`src/rtl/seg_xlate_pkg.sv`:
```
package seg_xlate_pkg;

  typedef enum logic [1:0] {
    ACC_READ   = 2'b00,
    ACC_WRITE  = 2'b01,
    ACC_EXEC   = 2'b10,
    ACC_APPEND = 2'b11
  } acc_kind_e;

  typedef enum logic [1:0] {
    FLT_NONE     = 2'b00,
    FLT_MISSING  = 2'b01,
    FLT_OVERFLOW = 2'b10,
    FLT_PROTECT  = 2'b11
  } fault_e;

  localparam int unsigned NUM_KINDS = 4;

  // Picks the single fault to report, highest priority first.
  function automatic fault_e pick_fault(input logic present,
                                        input logic beyond,
                                        input logic permitted);
    if (!present)       return FLT_MISSING;
    else if (beyond)    return FLT_OVERFLOW;
    else if (!permitted) return FLT_PROTECT;
    else                return FLT_NONE;
  endfunction

endpackage

```
`src/rtl/seg_tbl_fetch.sv`:
```
module seg_tbl_fetch #(
  parameter int SEG_W  = 4,
  parameter int DISP_W = 12,
  parameter int TBL_AW = 8
) (
  input  logic              clk,
  input  logic              rst_n,
  input  logic              req_valid,
  input  logic [SEG_W-1:0]  req_seg,
  input  logic [DISP_W-1:0] req_disp,
  input  logic [1:0]        req_kind,
  input  logic [TBL_AW-1:0] tbl_base,
  output logic              rd_en,
  output logic [TBL_AW-1:0] rd_addr,
  output logic              s1_valid,
  output logic [DISP_W-1:0] s1_disp,
  output logic [1:0]        s1_kind
);

  // Descriptor index: table origin plus segment number, wrapping.
  function automatic logic [TBL_AW-1:0] desc_index(input logic [TBL_AW-1:0] origin,
                                                   input logic [SEG_W-1:0]  seg);
    return origin + TBL_AW'(seg);
  endfunction

  assign rd_en   = req_valid;
  assign rd_addr = desc_index(tbl_base, req_seg);

  always_ff @(posedge clk or negedge rst_n) begin
    if (!rst_n) begin
      s1_valid <= 1'b0;
      s1_disp  <= '0;
      s1_kind  <= 2'b00;
    end else begin
      s1_valid <= req_valid;
      if (req_valid) begin
        s1_disp <= req_disp;
        s1_kind <= req_kind;
      end
    end
  end

endmodule

```
`src/rtl/seg_entry_decode.sv`:
```
module seg_entry_decode #(
  parameter int ADDR_W = 16,
  parameter int DISP_W = 12
) (
  input  logic [ADDR_W+DISP_W+4:0] entry,
  output logic [ADDR_W-1:0]        base,
  output logic [DISP_W-1:0]        bound,
  output logic [3:0]               perm,
  output logic                     present
);

  localparam int BOUND_LO = ADDR_W;
  localparam int PERM_LO  = ADDR_W + DISP_W;
  localparam int PRES_BIT = ADDR_W + DISP_W + 4;

  assign base    = entry[ADDR_W-1:0];
  assign bound   = entry[BOUND_LO +: DISP_W];
  assign perm    = entry[PERM_LO +: 4];
  assign present = entry[PRES_BIT];

endmodule

```
`src/rtl/seg_fault_check.sv`:
```
module seg_fault_check
  import seg_xlate_pkg::*;
#(
  parameter int ADDR_W = 16,
  parameter int DISP_W = 12
) (
  input  logic              present,
  input  logic [DISP_W-1:0] bound,
  input  logic [3:0]        perm,
  input  logic [ADDR_W-1:0] base,
  input  logic [DISP_W-1:0] disp,
  input  logic [1:0]        kind,
  output fault_e            fault,
  output logic [ADDR_W-1:0] real_addr,
  output logic              beyond,
  output logic              permitted
);

  function automatic logic exceeds(input logic [DISP_W-1:0] d,
                                   input logic [DISP_W-1:0] lim);
    return d > lim;
  endfunction

  function automatic logic [ADDR_W-1:0] relocate(input logic [ADDR_W-1:0] b,
                                                 input logic [DISP_W-1:0] d);
    return b + ADDR_W'(d);
  endfunction

  logic [NUM_KINDS-1:0] kind_hit;

  for (genvar i = 0; i < NUM_KINDS; i++) begin : g_perm
    assign kind_hit[i] = perm[i] && (kind == 2'(i));
  end

  assign permitted = |kind_hit;
  assign beyond    = exceeds(disp, bound);
  assign fault     = pick_fault(present, beyond, permitted);
  assign real_addr = relocate(base, disp);

endmodule

```
`src/rtl/seg_rsp_stage.sv`:
```
module seg_rsp_stage
  import seg_xlate_pkg::*;
#(
  parameter int ADDR_W = 16
) (
  input  logic              clk,
  input  logic              rst_n,
  input  logic              in_valid,
  input  fault_e            in_fault,
  input  logic [ADDR_W-1:0] in_addr,
  output logic              out_valid,
  output logic [1:0]        out_fault,
  output logic [ADDR_W-1:0] out_addr
);

  logic clean;
  assign clean = in_valid && (in_fault == FLT_NONE);

  always_ff @(posedge clk or negedge rst_n) begin
    if (!rst_n) begin
      out_valid <= 1'b0;
      out_fault <= 2'b00;
      out_addr  <= '0;
    end else begin
      out_valid <= in_valid;
      out_fault <= in_valid ? in_fault : FLT_NONE;
      out_addr  <= clean ? in_addr : '0;
    end
  end

endmodule

```
`src/rtl/seg_xlate_unit.sv`:
```
module seg_xlate_unit
  import seg_xlate_pkg::*;
#(
  parameter int SEG_W  = 4,
  parameter int DISP_W = 12,
  parameter int ADDR_W = 16,
  parameter int TBL_AW = 8
) (
  input  logic                     clk,
  input  logic                     rst_n,
  input  logic                     req_valid,
  input  logic [SEG_W-1:0]         req_seg,
  input  logic [DISP_W-1:0]        req_disp,
  input  logic [1:0]               req_kind,
  input  logic [TBL_AW-1:0]        tbl_base,
  output logic                     tbl_rd_en,
  output logic [TBL_AW-1:0]        tbl_rd_addr,
  input  logic [ADDR_W+DISP_W+4:0] tbl_rd_data,
  output logic                     rsp_valid,
  output logic [1:0]               rsp_fault,
  output logic [ADDR_W-1:0]        rsp_addr
);

  logic              s1_valid;
  logic [DISP_W-1:0] s1_disp;
  logic [1:0]        s1_kind;
  logic [ADDR_W-1:0] s1_base;
  logic [DISP_W-1:0] s1_len;
  logic [3:0]        s1_perm;
  logic              s1_resident;
  fault_e            s1_fault;
  logic [ADDR_W-1:0] s1_real;
  logic              s1_beyond;
  logic              s1_permitted;

  seg_tbl_fetch #(.SEG_W(SEG_W), .DISP_W(DISP_W), .TBL_AW(TBL_AW)) u_fetch (
    .clk       (clk),
    .rst_n     (rst_n),
    .req_valid (req_valid),
    .req_seg   (req_seg),
    .req_disp  (req_disp),
    .req_kind  (req_kind),
    .tbl_base  (tbl_base),
    .rd_en     (tbl_rd_en),
    .rd_addr   (tbl_rd_addr),
    .s1_valid  (s1_valid),
    .s1_disp   (s1_disp),
    .s1_kind   (s1_kind)
  );

  seg_entry_decode #(.ADDR_W(ADDR_W), .DISP_W(DISP_W)) u_decode (
    .entry   (tbl_rd_data),
    .base    (s1_base),
    .bound   (s1_len),
    .perm    (s1_perm),
    .present (s1_resident)
  );

  seg_fault_check #(.ADDR_W(ADDR_W), .DISP_W(DISP_W)) u_check (
    .present   (s1_resident),
    .bound     (s1_len),
    .perm      (s1_perm),
    .base      (s1_base),
    .disp      (s1_disp),
    .kind      (s1_kind),
    .fault     (s1_fault),
    .real_addr (s1_real),
    .beyond    (s1_beyond),
    .permitted (s1_permitted)
  );

  seg_rsp_stage #(.ADDR_W(ADDR_W)) u_rsp (
    .clk       (clk),
    .rst_n     (rst_n),
    .in_valid  (s1_valid),
    .in_fault  (s1_fault),
    .in_addr   (s1_real),
    .out_valid (rsp_valid),
    .out_fault (rsp_fault),
    .out_addr  (rsp_addr)
  );

endmodule

```
`config.mk`:
```
export PLATFORM = sky130hd
export DESIGN_NAME = seg_xlate_unit
export DESIGN_NICKNAME = d
export VERILOG_FILES = /design/src/rtl/seg_xlate_pkg.sv /design/src/rtl/seg_tbl_fetch.sv /design/src/rtl/seg_entry_decode.sv /design/src/rtl/seg_fault_check.sv /design/src/rtl/seg_rsp_stage.sv /design/src/rtl/seg_xlate_unit.sv
export SDC_FILE = /design/constraint.sdc
export NUM_CORES = 1
export LEC_CHECK = 0
export ABC_AREA = 1
export BUFFER_PORTS_ARGS = -buffer_cell sky130_fd_sc_hd__buf_4
export CORE_ASPECT_RATIO = 0.9
export CORE_MARGIN = 2
export CORE_UTILIZATION = 55
export CTS_CLUSTER_DIAMETER = 30
export CTS_CLUSTER_SIZE = 14
export DETAILED_ROUTE_END_ITERATION = 16
export PLACE_DENSITY = 0.87
export SLEW_MARGIN = 10
export SYNTH_ARGS = -nofsm -noshare
export SYNTH_HDL_FRONTEND = slang
export SYNTH_SLANG_ARGS = --single-unit
export TNS_END_PERCENT = 50
```
`constraint.sdc`:
```
create_clock -name clk -period 3.5 [get_ports clk]
set_input_delay 0.35 -clock clk [delete_from_list [all_inputs] [get_ports clk]]
set_output_delay 0.35 -clock clk [all_outputs]
set_load 0.01 [all_outputs]
```
==> results.ini <==
[clock_tree]
cts.sinks=34
cts_resized=0
cts_htree_levels=2
cts_tree=yes
insertion_delay_ps=280
clk_pin_slew_worst_paths_ps=60
post-cts-setup-buffer-count=0
hold_buffers=0
clk_path_buf_depth=2
root_buffer=clkbuf_8
numCtsBuffers=5

[run]
max-cap-violations=0

[finish]
layout.nets=504
area_growth_pct=30.6
antenna-diode-count=0
drive_above_1_share_pct=30.2
final_cells=473
fin_area_mm2=0.00338

[worst_setup_path]
critPathLaunch=req_seg[0]
slowest_delay_ps=400
cp-start-kind=input pin
crit_buf_inv=3
path_max_fanout=2
r2r_start=u_fetch.s1_disp[0]
arrival_ps=1810
critical_path_class=input pin to output pin
path_cells=buf_4 -> ha_1 -> inv_1 -> fa_1 -> o21ai_0 -> nand3_1 -> xnor2_1 -> buf_4
cpMaxStageDelayCell=fa_1
cp_top_family=adder cells
crit_path_frequent_cell=buf_4
required_ps=3150
critPathCaptureType=output pin

[grt]
grt_first_pass_wirelength_mm=9.73
grt_overflow=0
grtUsageTotal_pct=22.8
grt_antenna_before_repair=0
grt_pass1_vias=2330
grt_max_degree=35

[synth]
async_reset_ff_share_pct=100
synth-seq-cells=34
synth_area_mm2=0.00259
synth_most_common_cell=nand2_1
yosysSeqAreaShare_pct=32.9
synth_edf_count=0
postSynthCellCount=320
ys.flop_type=dfrtp_1
yosysTopAreaCellShare_pct=32.9
yosys-top-cells-area=dfrtp_1 (33%), ha_1 (14%), nand2_1 (12%)
yosys_warnings=0
syn_avg_cell_area_um2=8.08
yosys-top-cells-count=nand2_1 (84), inv_1 (52), dfrtp_1 (34)
synth_fp_nets=412
yosysUniqueCellTypes=28
synth_top_area_cell=dfrtp_1

[timing]
timing.hold.ws_ps=-2.42
layout_setup_ws_ps=1340
min_period_over_period_pct=61.8
tns_ps=0
drv_slew=0
fmax_mhz=462
period_needed_ps=2160
final.setup_skew_ps=7.14
rsz0062_at_grt=no
hold_viol=1
setup_viol=0
worst_pin_slew_ps=407
slew-limit-headroom_pct=72.8

[status]
violations=hold timing
status=finished, violations left

[min_path]
hp-class=input pin to async pin

[placement]
dp_hpwl_mm=4.77
gp_congestion=0.872
io_buffers=89
placed_cell_area_mm2=0.00329
place_inst=467
post-place-ws_ps=1340

[detailed_routing]
vias_per_cell=4.89
drtAntennaViolNets=0
post-route-drc-count=0
drtIter0Drc=83
wl_per_cell_um=11.9
vias=2313
drtPass1Iterations=4
routed_wl_mm=5.65

[power_and_ir_drop]
irDropWorstVdd_mv=0.151
power.density_mw_per_mm2=343
leakagePower_nw=1.94

[floorplanning]
ioPinCount=90
fp.coreArea_mm2=0.00449
die_w_um=76.3
initial_core_util_pct=57.6
rows=23
die-area_mm2=0.00527
die_h_um=69.1

kinds of logic after synthesis:
| logic type | after synthesis | share of synthesized area [%] |
|---|---|---|
| compound gates | 26 | 5.23 |
| xor+xnor | 13 | 4.40 |
| fa+ha+maj | 30 | 15.1 |
| buf+inv | 58 | 9.29 |
| flops | 34 | 32.9 |
| mux | 11 | 4.79 |
| simple gates | 148 | 28.3 |
flip-flops by register name, indices dropped and copies added, names as in the netlist:
| register | count |
|---|---|
| u_rsp.out_fault | 2 |
| u_rsp.out_addr | 16 |
| u_fetch.s1_kind | 2 |
| u_fetch.s1_valid | 1 |
| u_fetch.s1_disp | 12 |
| u_rsp.out_valid | 1 |
power by group:
group	leakage [nW]	internal (mW)	total, mW	switching [mW]
Combinational	1.46	0.201	0.443	0.241
Clock	0.0431	0.151	0.275	0.124
Sequential	0.435	0.421	0.441	0.0198
Total	1.94	0.774	1.16	0.385
worst paths after layout:
kind / endpoint / slack (ps) / depth (start not counted)
max: tbl_rd_addr[6] / 1340 / 8
min: u_fetch.s1_disp[4] / -2 / 1
max reg2reg: u_rsp.out_addr[8] / 1570 / 9
min reg2reg: u_rsp.out_valid / 410 / 0
max in group asynchronous: u_rsp.out_fault[0] / 3200 / 1
min in group clk: u_rsp.out_fault[0] / 260 / 2
placed cells by master, fill, tap and decap left out, types with 2 or more instances in the layout:
master | netlist | final
a21oi_1 | 16 | 16
buf_4 | 1 | 89
clkbuf_8 | 0 | 6
dfrtp_1 | 34 | 34
fa_1 | 2 | 2
ha_1 | 28 | 28
inv_1 | 52 | 52
inv_2 | 2 | 2
mux2_2 | 11 | 11
nand2_1 | 84 | 84
nand3_1 | 13 | 13
nand3b_1 | 4 | 4
nand4_1 | 2 | 2
nor2_1 | 26 | 26
nor2_4 | 11 | 11
nor3_1 | 2 | 2
o21ai_0 | 8 | 8
xnor2_1 | 8 | 8
xor2_1 | 5 | 5
routing by layer:
metal / track usage (%) / part of all wire, % / up-vias
li1: - / - / 1186
met1: 25.8 / 40 / 1033
met2: 41.1 / 51 / 80
met3: 5.63 / 6.1 / 14
met4: 9.09 / 2.5 / 0
met5: 0 / 0 / -
area by class of cell:
| type | instances | area [µm²] |
|---|---|---|
| sequential | 34 | 851 |
| inverter | 54 | 203 |
| tap | 62 | 77.6 |
| clock buffer | 6 | 82.6 |
| timing repair buffer | 89 | 668 |
| fill | 365 | 1110 |
| multi-input combinational | 228 | 1500 |
stage by stage:
step | hold WS [ps] | util, % | power [mW]
global placement | 312 | 73.4 | 0.875
floorplan | 54.4 | - | 0.736
global route | 24.9 | 75.2 | 1.24
detailed placement | 316 | 73.4 | 0.891
CTS | 14.7 | 75.2 | 1.17
finish | -2.42 | 75.2 | 1.16
worst register-to-register path, stage by stage (launching register included):
cell and delay (ps):
dfrtp_1 390, ha_1 220, fa_1 410, nand2_1 80, nand3_1 80, and2_1 180, nand2_1 70, nand2_1 60
xnor2_1 270, nor2_4 60
No activity file was read; power rests on OpenSTA's default activity.
